`config.mk`:
```
export PLATFORM = sky130hd
export DESIGN_NAME = acc_cpu
export DESIGN_NICKNAME = d
export VERILOG_FILES = /design/src/rtl/acc_cpu.sv
export SDC_FILE = /design/constraint.sdc
export NUM_CORES = 1
export LEC_CHECK = 0
export BUFFER_PORTS_ARGS = -buffer_cell sky130_fd_sc_hd__buf_4
export CAP_MARGIN = 30
export CORE_UTILIZATION = 53
export DETAILED_ROUTE_END_ITERATION = 16
export GPL_TIMING_DRIVEN = 0
export PLACE_DENSITY = 0.75
export SLEW_MARGIN = 20
export SYNTH_ARGS = -nofsm -noshare
export SYNTH_HDL_FRONTEND = slang
export SYNTH_SLANG_ARGS = --single-unit
```
`constraint.sdc`:
```
create_clock -name clk -period 2.2 [get_ports clk]
set_input_delay 0.33 -clock clk [delete_from_list [all_inputs] [get_ports clk]]
set_output_delay 0.33 -clock clk [all_outputs]
set_load 0.005 [all_outputs]
```
`src/rtl/acc_cpu.sv`:
```
module acc_cpu #(
  parameter int AW = 12,
  parameter int DW = 16,
  parameter logic [AW-1:0] RESET_PC = '0,
  parameter logic [AW-1:0] ISR_ADDR = AW'(1) << (AW-1)
) (
  input  logic          clk,
  input  logic          rst_n,
  input  logic          irq,
  output logic [AW-1:0] mem_addr,
  output logic          mem_we,
  output logic [DW-1:0] mem_wdata,
  input  logic [DW-1:0] mem_rdata,
  output logic          halted,
  output logic [AW-1:0] pc_out,
  output logic [DW-1:0] acc_out
);
  localparam int OPW = DW - AW;

  typedef enum logic [3:0] {
    S_F0, S_F1, S_F2, S_F3, S_DEC, S_RD, S_LD, S_EX, S_WR, S_INT, S_PUSH, S_HALT
  } state_t;

  state_t state;
  logic [AW-1:0] pc, mar, sp;
  logic [DW-1:0] mdr, cir, acc;
  logic ie;

  wire [OPW-1:0] opcode  = cir[DW-1:AW];
  wire [AW-1:0]  operand = cir[AW-1:0];

  assign mem_addr  = mar;
  assign mem_we    = (state == S_WR) || (state == S_PUSH);
  assign mem_wdata = mdr;
  assign halted    = (state == S_HALT);
  assign pc_out    = pc;
  assign acc_out   = acc;

  always_ff @(posedge clk) begin
    if (!rst_n) begin
      state <= S_F0;
      pc <= RESET_PC;
      mar <= '0;
      mdr <= '0;
      cir <= '0;
      acc <= '0;
      sp <= '1;
      ie <= 1'b1;
    end else begin
      case (state)
        S_F0: begin mar <= pc; pc <= pc + 1'b1; state <= S_F1; end
        S_F1: state <= S_F2;
        S_F2: begin mdr <= mem_rdata; state <= S_F3; end
        S_F3: begin cir <= mdr; state <= S_DEC; end
        S_DEC: begin
          case (opcode)
            OPW'(0): state <= S_HALT;
            OPW'(1), OPW'(2): begin mar <= operand; state <= S_RD; end
            OPW'(3): begin mar <= operand; mdr <= acc; state <= S_WR; end
            OPW'(4): begin pc <= operand; state <= S_INT; end
            OPW'(5): begin sp <= sp + 1'b1; mar <= sp + 1'b1; state <= S_RD; end
            default: state <= S_INT;
          endcase
        end
        S_RD: state <= S_LD;
        S_LD: begin mdr <= mem_rdata; state <= S_EX; end
        S_EX: begin
          case (opcode)
            OPW'(1): acc <= mdr;
            OPW'(2): acc <= acc + mdr;
            default: begin pc <= mdr[AW-1:0]; ie <= 1'b1; end
          endcase
          state <= S_INT;
        end
        S_WR: state <= S_INT;
        S_INT: begin
          if (irq && ie) begin
            mar <= sp;
            mdr <= DW'(pc);
            sp <= sp - 1'b1;
            pc <= ISR_ADDR;
            ie <= 1'b0;
            state <= S_PUSH;
          end else begin
            state <= S_F0;
          end
        end
        S_PUSH: state <= S_F0;
        default: state <= S_HALT;
      endcase
    end
  end

  assert_pc_changes_at_known_steps_R2: assert property (@(posedge clk) disable iff (!rst_n)
    !$stable(pc) |-> ($past(state) == S_F0 || $past(state) == S_DEC ||
                      $past(state) == S_EX || $past(state) == S_INT));

  assert_acc_changes_in_execute_R4: assert property (@(posedge clk) disable iff (!rst_n)
    !$stable(acc) |-> $past(state) == S_EX);

  assert_cir_from_mdr_R3: assert property (@(posedge clk) disable iff (!rst_n)
    state == S_F3 |=> cir == $past(mdr));

  assert_halt_sticky_R8: assert property (@(posedge clk) disable iff (!rst_n)
    halted |=> halted && !mem_we && $stable(pc) && $stable(acc));

  assert_push_below_sp_R10: assert property (@(posedge clk) disable iff (!rst_n)
    state == S_PUSH |-> (mem_addr == sp + 1'b1) && !ie && pc == ISR_ADDR);

  assert_ie_falls_on_entry_R10: assert property (@(posedge clk) disable iff (!rst_n)
    $fell(ie) |-> $past(state) == S_INT && $past(irq));

  assert_ie_rises_on_return_R11: assert property (@(posedge clk) disable iff (!rst_n)
    $rose(ie) |-> $past(state) == S_EX && $past(opcode) == OPW'(5));
endmodule

```
* Yosys cells after proc, flatten, opt, wreduce, memory -nomap -nowiden
Cells that the tools add are included.
Operators by class: $add $sub $neg 4, equality and inequality tests 22, multiplexer cells 20, reductions and logical operators 21
Operators with widths (number):
- $mux 12 | 6
- $pmux 12 s2 | 2
- $pmux 12 s4 | 1
- $pmux 16 s3 | 1
- $pmux 4 s10 | 1
- $pmux 12 s3 | 1
- $mux 16 | 2
- $pmux 16 s2 | 1
- $add 12x1->12 const B | 2
- $eq 4x3->1 const B | 6
- $add 16x16->16 | 1
- $eq 4x2->1 const B | 4
- $eq 4x4->1 const B | 4
- $pmux 4 s3 | 1
- $reduce_and 3->1 | 4
- $sub 12x1->12 const B | 1
- $eq 4x1->1 const B | 2
- $logic_not 4->1 | 2
- $ne 2x2->1 const B | 4
- $reduce_bool 2->1 | 3
- $reduce_bool 3->1 | 2
- $reduce_or 2->1 | 3
- $reduce_or 3->1 | 2
- $mux 4 | 1
- other kinds (9) | 10
Word-level totals: bits in registers 89, input port bits 19, output and inout bits 58, word-level logic and storage cells 75

* Depth between registers and ports, before layout
word-level depth 4, gate-level depth with buffers 10, gate-level depth less buffers 10

* Least setup slack after synthesis
No wires, ideal clock.
path type register to register, from register mdr[12], in the netlist mem_wdata[12], to register acc[15], in the netlist acc_out[15], setup time 0.133 ns, arrival 2.020 ns, data required time 2.067 ns, setup slack 0.047 ns, stages on the path, launching flop included 9, buffers on the path 0, clock period less this slack 2.153 ns, cell sequence dfxtp_1 > ha_1 > a21o_1 > a2111oi_0 > o211ai_1 > a31oi_1 > nor2_1 > nor4_1 > a31oi_1
On the way: word-level cells in the longest chain between the ends 2
RTL lines:
- start: declaration | line 26 | logic [DW-1:0] mdr, cir, acc;
- start signal: assignment | line 79 | mdr <= DW'(pc);
- $add 16x16->16 | line 70 | OPW'(2): acc <= acc + mdr;
- $pmux 16 s2 | line 68 | case (opcode)
- end signal: assignment | line 69 | OPW'(1): acc <= mdr;
- end signal: assignment | line 70
- end: declaration | line 26
No other way between the ends. A chain may end at the register's enable or synchronous reset.

* Worst setup path in the final report
from register mdr[4], in the netlist mem_wdata[4], to register acc[15], in the netlist acc_out[15]
Same word-level chain as after synthesis.

==> impl_metrics.toml <==
[critical_path]
cp_num_cells = 8
crit_slowest_cell = "dfxtp_4"
cp_slowest_stage_delay_ns = 0.38
critPathArrivalTime_ns = 2.58
worstPathMaxFanout = 5
crit_type = "flop to flop"
ff2ff_path_depth = 8
critical_path.top_delay_family = "compound AO/OA/AOI/OAI gates"
cp_data_required_time_ns = 2.43
cp_cell_sequence = "ha_4 > o211ai_1 > o211a_1 > o211ai_1 > a31oi_2 > and4b_1 > nor4_2 > a31oi_1"
path_buf_inv = 0
crit_path_end_kind = "flop"
start_kind = "flop"
cpMostUsedCell = "o211ai_1"

[finish]
layout.nets = 870
fin_util_pct = 68.0
drive_gt1_share_pct = 25.1
area_delta_synth_final_pct = 24.6
final_common_cell = "nand2_1"
n_fill_cell = 851
insertedDiodeCount = 0
layout_common_cells = "nand2_1, buf_4, nor2_1"
fin_cells = 973

[route]
wl_per_cell_microns = 18.5
drc = 0
drt-total-wl_mm = 18.0
dr.pass1.iters = 6
via_count = 6075
via_per_inst = 6.24
ant_nets = 0
drtIter0Drc = 400

[power_and_ir_drop]
ir_worst_vdd_v = 0.000308
p_leak_nw = 2.57
cellPowerDensity_nw_per_um2 = 666

[floorplanning]
initial_core_util_pct = 54.6
die_h_microns = 105
pin_count = 77
die_w_microns = 105
die_area_sq_um = 11000
core_area_sq_um = 10300
std_cell_rows = 37

[place]
gp_congestion = 0.939
place_hpwl_mm = 13.2
port-buffer-count = 76
dp.cells = 948

[synthesis]
synth_edf_count = 0
synth_top_area_cell = "dfxtp_1"
syn_inst = 736
syn_avg_cell_area_sq_um = 7.62
synth.cell_area_sq_um = 5610
synth_top_area_share_pct = 31.8
yosysSeqAreaShare_pct = 31.8
synth_ff_type = "dfxtp_1"
syn_nets = 774
ys_types = 67
async_flop_share_pct = 0
ys_warn_count = 0
ys_ff_latch = 89
ys_top_cells_by_area = "dfxtp_1, nand2_1, a21oi_1"

[global_route]
grt_start_max_net_pins = 14
grt_pass1_vias = 5689
grt.overflow.total = 0
antenna_found_initial = 0
grt_pass1_wl_mm = 28.4
grt_usage_pct = 32.3

[run_status]
failed_checks = "setup timing"
status = "complete, but fails checks"

[sta]
rsz0062_at_grt = "yes"
finalCritPeriodShare_pct = 107
hold_violations = 0
slew-limit-headroom_pct = 53.0
worstMarginPinSlew_ns = 0.705
setup_violations = 1
setup_slack_ns = -0.152
maxSlewViolCount = 0
period_needed_ns = 2.35
skew_ns = 0.00800
max_freq_mhz = 425

[cts]
cts_tree = "built"
clock_latency_ns = 0.37
clock_path_buffers = 2
cts_sinks = 89
numCtsBuffers = 9
cts_root_buf = "clkbuf_8"
h-tree-depth = 3
clk_pin_slew_ns = 0.09

[worst_hold_path]
worstHoldPathCells = 3
worstHoldPathType = "input port to flop"

[flow_run]
maxCapViolations = 0
==> power by group <==
group	switching (W)	internal (W)	total, W
Combinational	0.000834	0.000649	0.00148
Clock	0.000588	0.000619	0.00121
Sequential	0.000193	0.00177	0.00196
==> stage by stage <==
step / setup WS [ns] / power (W) / area [sq um] / setup TNS, ns / hold WS (ns)
final: -0.152 / 0.00465 / 6980 / -0.152 / 0.234
after global routing: -0.216 / 0.00487 / 6980 / -0.618 / 0.250
after CTS: -0.0509 / 0.00453 / 6730 / -0.0831 / 0.230
after detailed placement: -0.437 / 0.00331 / 6350 / -5.55 / 0.474
after global placement: -0.385 / 0.00327 / 6350 / -3.88 / 0.469
after floorplan: 0.0470 / 0.00283 / 5610 / 0 / 0.446
==> worst register-to-register path, cell delays in order (launching register included) <==
cell,delay (ns)
dfxtp_4,0.38
ha_4,0.29
o211ai_1,0.11
o211a_1,0.28
o211ai_1,0.28
a31oi_2,0.20
and4b_1,0.27
nor4_2,0.29
a31oi_1,0.11
==> final cells by class <==
| class | count | area, sq um | area share, % |
|---|---|---|---|
| clock inverter | 2 | 35.0 | 0.502 |
| timing repair buffer | 86 | 646 | 9.24 |
| sequential | 89 | 1820 | 26.1 |
| clock buffer | 14 | 173 | 2.47 |
| tap | 136 | 170 | 2.44 |
| inverter | 12 | 45.0 | 0.645 |
| buffer | 57 | 287 | 4.10 |
| multi-input combinational | 577 | 3810 | 54.5 |
==> worst paths after layout <==
path,start,to,slack [ns]
setup reg to reg,mem_wdata[4],acc_out[15],-0.15
hold / removal,mem_rdata[15],mem_wdata[15],0.23
setup / recovery,mem_wdata[4],acc_out[15],-0.15
hold reg to reg,cir[8],cir[8],0.49
==> cells by family (layout without fill, tap and decap cells) <==
group | count (synthesis) | after routing | share of synthesized area (%)
xor+xnor | 25 | 25 | 3.91
simple gates | 280 | 280 | 23.5
flops | 89 | 89 | 31.8
buf+inv | 70 | 171 | 5.62
mux | 6 | 6 | 1.07
compound gates | 247 | 247 | 29.8
fa+ha+maj | 19 | 19 | 4.37
==> registers in the layout, summed over array words and instances (netlist names) <==
name / cells
mem_addr: 12
mem_wdata: 16
pc_out: 12
sp: 12
cir: 16
state: 4
ie: 1
acc_out: 16
==> layer usage <==
metal	GRT usage [%]	up-vias	part of all wire [%]
met2	55.1	310	48
met5	0	-	0
met1	40.1	2808	41
met4	17.6	0	3.7
li1	-	2914	-
met3	3.37	43	7.0
==> cells in the mapped netlist (8+ instances only) <==
cell type,number
ha_1,18
xnor2_1,17
a31oi_1,10
a311oi_1,14
nor3_1,17
nor2_1,76
nand3_1,25
a22oi_1,18
buf_2,18
o21ai_1,8
clkbuf_1,33
o21ai_0,50
a211oi_1,18
a311oi_2,10
nand2_1,108
o211ai_1,8
inv_1,10
a21oi_1,68
a221oi_1,14
dfxtp_1,89
xor2_1,8
==> what timing repair did <==
item,4_1_cts,5_1_grt
buffers inserted,5,5
hold buffers,0,0
endpoints found under the hold margin,0,0
pin swaps,8,12
endpoints found under the setup margin,48,75
gates resized for setup,38,53
(Power assumes the default switching activity.)
